<file path="config.mk">
export PLATFORM = sky130hd
export DESIGN_NAME = bch_dec15
export DESIGN_NICKNAME = d
export VERILOG_FILES = /design/src/rtl/bch_dec15.sv
export SDC_FILE = /design/constraint.sdc
export NUM_CORES = 1
export LEC_CHECK = 0
export CAP_MARGIN = 20
export CORE_AREA = 2 2 109 111
export DETAILED_ROUTE_END_ITERATION = 10
export DIE_AREA = 0 0 111 113
export PLACE_DENSITY = 0.8
export SYNTH_ARGS = -nofsm -noshare
export SYNTH_HDL_FRONTEND = slang
export SYNTH_SLANG_ARGS = --single-unit
</file>
<file path="constraint.sdc">
create_clock -name clk -period 8.1 [get_ports clk]
set_input_delay 1.215 -clock clk [delete_from_list [all_inputs] [get_ports clk]]
set_output_delay 1.215 -clock clk [all_outputs]
set_load 0.01 [all_outputs]
</file>
<file path="src/rtl/bch_dec15.sv">
module bch_dec15 #(
  parameter int SW = 8
) (
  input  logic            clk,
  input  logic            rst_n,
  input  logic            in_valid,
  output logic            in_ready,
  input  logic [15*SW-1:0] in_samples,
  output logic            out_valid,
  input  logic            out_ready,
  output logic [6:0]      out_msg,
  output logic            out_corrected,
  output logic            out_uncorrectable
);
  localparam int N = 15;
  localparam int K = 7;
  localparam int LATENCY = 31;

  typedef enum logic [2:0] {IDLE, SYN, SOLVE, CHIEN, DONE} st_t;

  function automatic logic [3:0] gmul(input logic [3:0] a, input logic [3:0] b);
    logic [3:0] p, x;
    p = '0;
    x = a;
    for (int i = 0; i < 4; i++) begin
      if (b[i]) p = p ^ x;
      x = {x[2:0], 1'b0} ^ (x[3] ? 4'h3 : 4'h0);
    end
    return p;
  endfunction

  function automatic logic [3:0] apow(input int e);
    logic [3:0] v;
    v = 4'h1;
    for (int i = 0; i < e; i++) v = gmul(v, 4'h2);
    return v;
  endfunction

  function automatic logic [3:0] ginv(input logic [3:0] a);
    logic [3:0] r;
    r = '0;
    for (int b = 1; b < 16; b++)
      if (gmul(a, 4'(b)) == 4'h1) r = 4'(b);
    return r;
  endfunction

  function automatic logic [3:0] glog(input logic [3:0] a);
    logic [3:0] r;
    r = '0;
    for (int i = 0; i < N; i++)
      if (apow(i) == a) r = 4'(i);
    return r;
  endfunction

  st_t         st;
  logic [N-1:0] word, roots;
  logic [3:0]  cnt, s1, s3, t1, t2;
  logic        dbl, corr, unc;

  logic [N-1:0] hard;
  for (genvar gi = 0; gi < N; gi++) begin : g_slice
    assign hard[gi] = $signed(in_samples[gi*SW +: SW]) > 0;
  end

  logic [3:0]  cval;
  logic        hit;
  logic [N-1:0] roots_n;
  logic [3:0]  s1_cube;
  assign cval    = 4'h1 ^ t1 ^ t2;
  assign hit     = dbl && (cval == 4'h0);
  assign roots_n = roots | (hit ? (N'(1) << cnt) : '0);
  assign s1_cube = gmul(gmul(s1, s1), s1);

  assign in_ready          = (st == IDLE);
  assign out_valid         = (st == DONE);
  assign out_msg           = word[N-1 -: K];
  assign out_corrected     = corr;
  assign out_uncorrectable = unc;

  always_ff @(posedge clk or negedge rst_n) begin
    if (!rst_n) begin
      st <= IDLE; word <= '0; roots <= '0; cnt <= '0;
      s1 <= '0; s3 <= '0; t1 <= '0; t2 <= '0;
      dbl <= 1'b0; corr <= 1'b0; unc <= 1'b0;
    end else begin
      case (st)
        IDLE: if (in_valid) begin
          word <= hard; cnt <= 4'(N-1);
          s1 <= '0; s3 <= '0; roots <= '0;
          dbl <= 1'b0; corr <= 1'b0; unc <= 1'b0;
          st <= SYN;
        end
        SYN: begin
          s1 <= gmul(s1, 4'h2) ^ {3'b0, word[cnt]};
          s3 <= gmul(s3, 4'h8) ^ {3'b0, word[cnt]};
          if (cnt == 0) st <= SOLVE;
          else cnt <= cnt - 1'b1;
        end
        SOLVE: begin
          cnt <= '0;
          st  <= CHIEN;
          if (s1 == 4'h0 && s3 == 4'h0) begin
            corr <= 1'b0;
          end else if (s1 != 4'h0 && s3 == s1_cube) begin
            word <= word ^ (N'(1) << glog(s1));
            corr <= 1'b1;
          end else if (s1 == 4'h0) begin
            unc <= 1'b1;
          end else begin
            dbl <= 1'b1;
            t1  <= s1;
            t2  <= gmul(s3, ginv(s1)) ^ gmul(s1, s1);
          end
        end
        CHIEN: begin
          roots <= roots_n;
          t1 <= gmul(t1, 4'h9);
          t2 <= gmul(t2, 4'hD);
          if (cnt == 4'(N-1)) begin
            st <= DONE;
            if (dbl) begin
              if ($countones(roots_n) == 2) begin
                word <= word ^ roots_n;
                corr <= 1'b1;
              end else begin
                unc <= 1'b1;
              end
            end
          end else begin
            cnt <= cnt + 1'b1;
          end
        end
        DONE: if (out_ready) st <= IDLE;
        default: st <= IDLE;
      endcase
    end
  end

  logic [5:0] lat_q;
  always_ff @(posedge clk or negedge rst_n) begin
    if (!rst_n) lat_q <= '0;
    else if (in_valid && in_ready) lat_q <= '0;
    else if (!out_valid && !in_ready && lat_q != 6'h3F) lat_q <= lat_q + 1'b1;
  end

  assert_ready_idle_R6: assert property (@(posedge clk) disable iff (!rst_n)
    out_valid |-> !in_ready);
  assert_hold_out_R6: assert property (@(posedge clk) disable iff (!rst_n)
    (out_valid && !out_ready) |=> (out_valid && $stable(out_msg) &&
      $stable(out_corrected) && $stable(out_uncorrectable)));
  assert_drop_valid_R6: assert property (@(posedge clk) disable iff (!rst_n)
    (out_valid && out_ready) |=> !out_valid);
  assert_flags_excl_R5: assert property (@(posedge clk) disable iff (!rst_n)
    !(out_corrected && out_uncorrectable));
  assert_fixed_latency_R7: assert property (@(posedge clk) disable iff (!rst_n)
    $rose(out_valid) |-> (lat_q == 6'(LATENCY)));
endmodule

</file>
==> qor.yml <==
status:
  status: "finished, final reports clean"
synth:
  synth_top_family_by_area: "compound AO/OA/AOI/OAI gates"
  ys_ff_latch: 56
  yosys.area_share.simple_pct: 23.0
  synth_ff_type: "dfrtp_1"
  synth_cells: 706
  synthAdderAreaFrac_pct: 8.53
  ys_async_sr_fraction_pct: 100
  synth_nets: 862
  seq_area_frac_synth_pct: 24.7
  synth_xor_xnor_area_share_pct: 7.40
  synth.area.mux_share_pct: 2.87
  synth-compound-area-share_pct: 26.1
  yosys_warnings: 0
  post_synth.cell_area_avg_um2: 8.02
  synth.distinct_cells: 82
  synth_edf_count: 0
  syn_area_um2: 5660
sta:
  worstMarginPinSlew_ps: 1050
  finalMaxSlewViolations: 0
  period_share_pct: 83.4
  worst_hold_slack_ps: 487
  fin_crit_ps: 6760
  rsz0062_at_grt: "no"
  max_freq_mhz: 148
  slew_headroom_pct: 29.9
  skew_ps: 4.78
  tns_ps: 0
  final-hold-violation-count: 0
  setup_viol: 0
die:
  floorplan.rows: 39
  die_h_um: 113
  die-area_um2: 12500
  start_util_pct: 50.2
  io_pins: 135
  fp.dieW_um: 111
  core_region_area_um2: 11300
clock_tree:
  cts-resized-gates: 0
  cts_made_buffers: 5
  cts.sinks: 56
  path_clk_slew_ps: 70
  cts_buffer_depth: 2
  post-cts-setup-buffer-count: 0
  clk_latency_ps: 300
  clockRootBuffer: "clkbuf_16"
  cts_tree: "done"
  cts_hold_buf: 0
  htree_levels: 2
global_route:
  grt_pass1_wl_um: 27300
  grt-ovfl-total: 0
  grt_pass1_vias: 5577
  grt_use_total_pct: 26.0
  grt_max_degree: 57
  antenna_found_initial: 0
layout:
  nFillCells: 962
  diodes: 0
  multi_input_area_um2: 3850
  layout_common_cells: "133 x clkdlybuf4s50_1, 82 x nand2_1, 77 x a21oi_1"
  drive_gt1_share_pct: 4.53
  layout_commonest_cell: "clkdlybuf4s50_1"
  fin_nets: 950
  synthToLayoutAreaGrowth_pct: 24.3
  regArea_um2: 1400
  finalNonFillerCells: 938
worst_hold_path:
  hp-class: "flop to flop"
  whs_path_depth: 1
  whs_endpoint: "roots[13]"
  worstHoldStart: "roots[13]"
routing:
  firstDrtPassIters: 5
  postRouteAntennaNets: 0
  via_per_inst: 6.13
  wirelength_um: 16700
  wl_per_cell_um: 17.8
  vias: 5754
  drcViolationCount: 0
  drt-initial-drc-count: 505
worst_setup_path:
  regToRegSetupSlack_ps: 1340
  cp.required_ps: 8280
  crit_path_max_fanout: 25
  rr_worst_depth: 19
  crit_start: "t2[1]"
  regToRegStartpoint: "t2[1]"
  r2r-end: "word[14]"
  cp.arrival_ps: 6940
  critPathLaunchType: "flop"
  endpoint_kind: "flop"
  crit_type: "flop to flop"
placed_design:
  dp.cells: 930
  place_hpwl_um: 12500
  port_buffers: 134
  place_congestion: 0.914
pwr:
  total_power_uw: 3440
  vdd.ir_drop.worst_v: 0.000247
  p_leak_uw: 0.00297
  p_per_area_nw_per_um2: 489
job:
  drv_cap: 0
[metrics by stage]
stage,util (%),instance area [µm²],worst slack [ps]
after floorplan,-,5660,2550
after global placement,61.2,6900,1620
after detailed placement,61.2,6900,1430
after CTS,62.4,7040,1410
after global routing,62.4,7040,796
final,62.4,7040,1340
[registers in the layout (all words and copies together), names as in the netlist]
register and count:
roots 15, word 15, cnt 4, s1 4
s3 4, t1 4, t2 4, st 3
dbl 1, out_corrected 1, out_uncorrectable 1
[synthesized netlist by cell type, drive strengths merged, types with 12 or more instances]
master  number  area share [%]
nand2       83             5.5
a21oi       77             6.8
dfrtp       56              25
o21ai       39             3.4
nor2        32             2.1
xnor2       30             4.6
clkbuf      29             1.9
buf         27             3.5
inv         27             1.8
nor3        25             2.2
ha          21             4.6
a21o        19             2.5
o22ai       18             2.1
nor4        17             1.9
nand3       16             1.5
and2        15             1.7
and3        12             1.3
[cell type report]
| cell class | count | area share [%] |
|---|---|---|
| clock inverters | 1 | 0.124 |
| inverters | 29 | 1.55 |
| flip-flops and latches | 56 | 19.9 |
| multi-input cells | 565 | 54.7 |
| repair buffers | 137 | 19.3 |
| clock buffers | 7 | 1.88 |
| well taps | 143 | 2.54 |
[per-layer routing]
metal	vias to the layer above	global-route usage [%]	wire length, µm
met5	-	0	0
met4	0	7.17	294
met2	289	43.1	7890
met3	25	3.43	1300
met1	2713	36.2	7160
li1	2727	-	-
[where the power goes]
group          total [µW]  internal (µW)  switching [µW]
Clock                 219            116             103
Combinational        2580           1150            1440
Sequential            639            403             235
[cells by family (layout without fill, tap and decap cells)]
logic type	count (synthesis)	after routing
AO/OA/AOI/OAI	228	228
XOR/XNOR	43	43
adder cells (fa/ha/maj)	32	32
buffers and inverters	85	174
flip-flops	56	56
multiplexers	11	11
AND/OR/NAND/NOR	251	251
[how the worst max path moves through the flow]
| stage | to | slack, ps | depth (start not counted) |
|---|---|---|---|
| 2_1_floorplan | word[11] | 2550 | 20 |
| 3_3_place_gp | word[14] | 1620 | 19 |
| 3_5_place_dp | word[6] | 1430 | 19 |
| 4_1_cts | word[10] | 1410 | 19 |
| 5_1_grt | word[10] | 800 | 19 |
| 6_report | word[14] | 1340 | 19 |
[critical path, stage by stage, from the launching register on]
cell and delay (ps):
dfrtp_1 440, xor2_1 180, nor4_1 560, nor3b_1 380, a31oi_1 200, fa_1 570
fa_1 510, fa_1 510, inv_1 50, fa_1 470, inv_1 50, fa_1 400
fa_1 400, nor2_1 110, a31oi_1 80, o21ai_0 350, nand3_1 170, o211ai_2 800
o21ai_0 210, o2bb2ai_1 180
No activity file was read; power rests on OpenSTA's default activity.
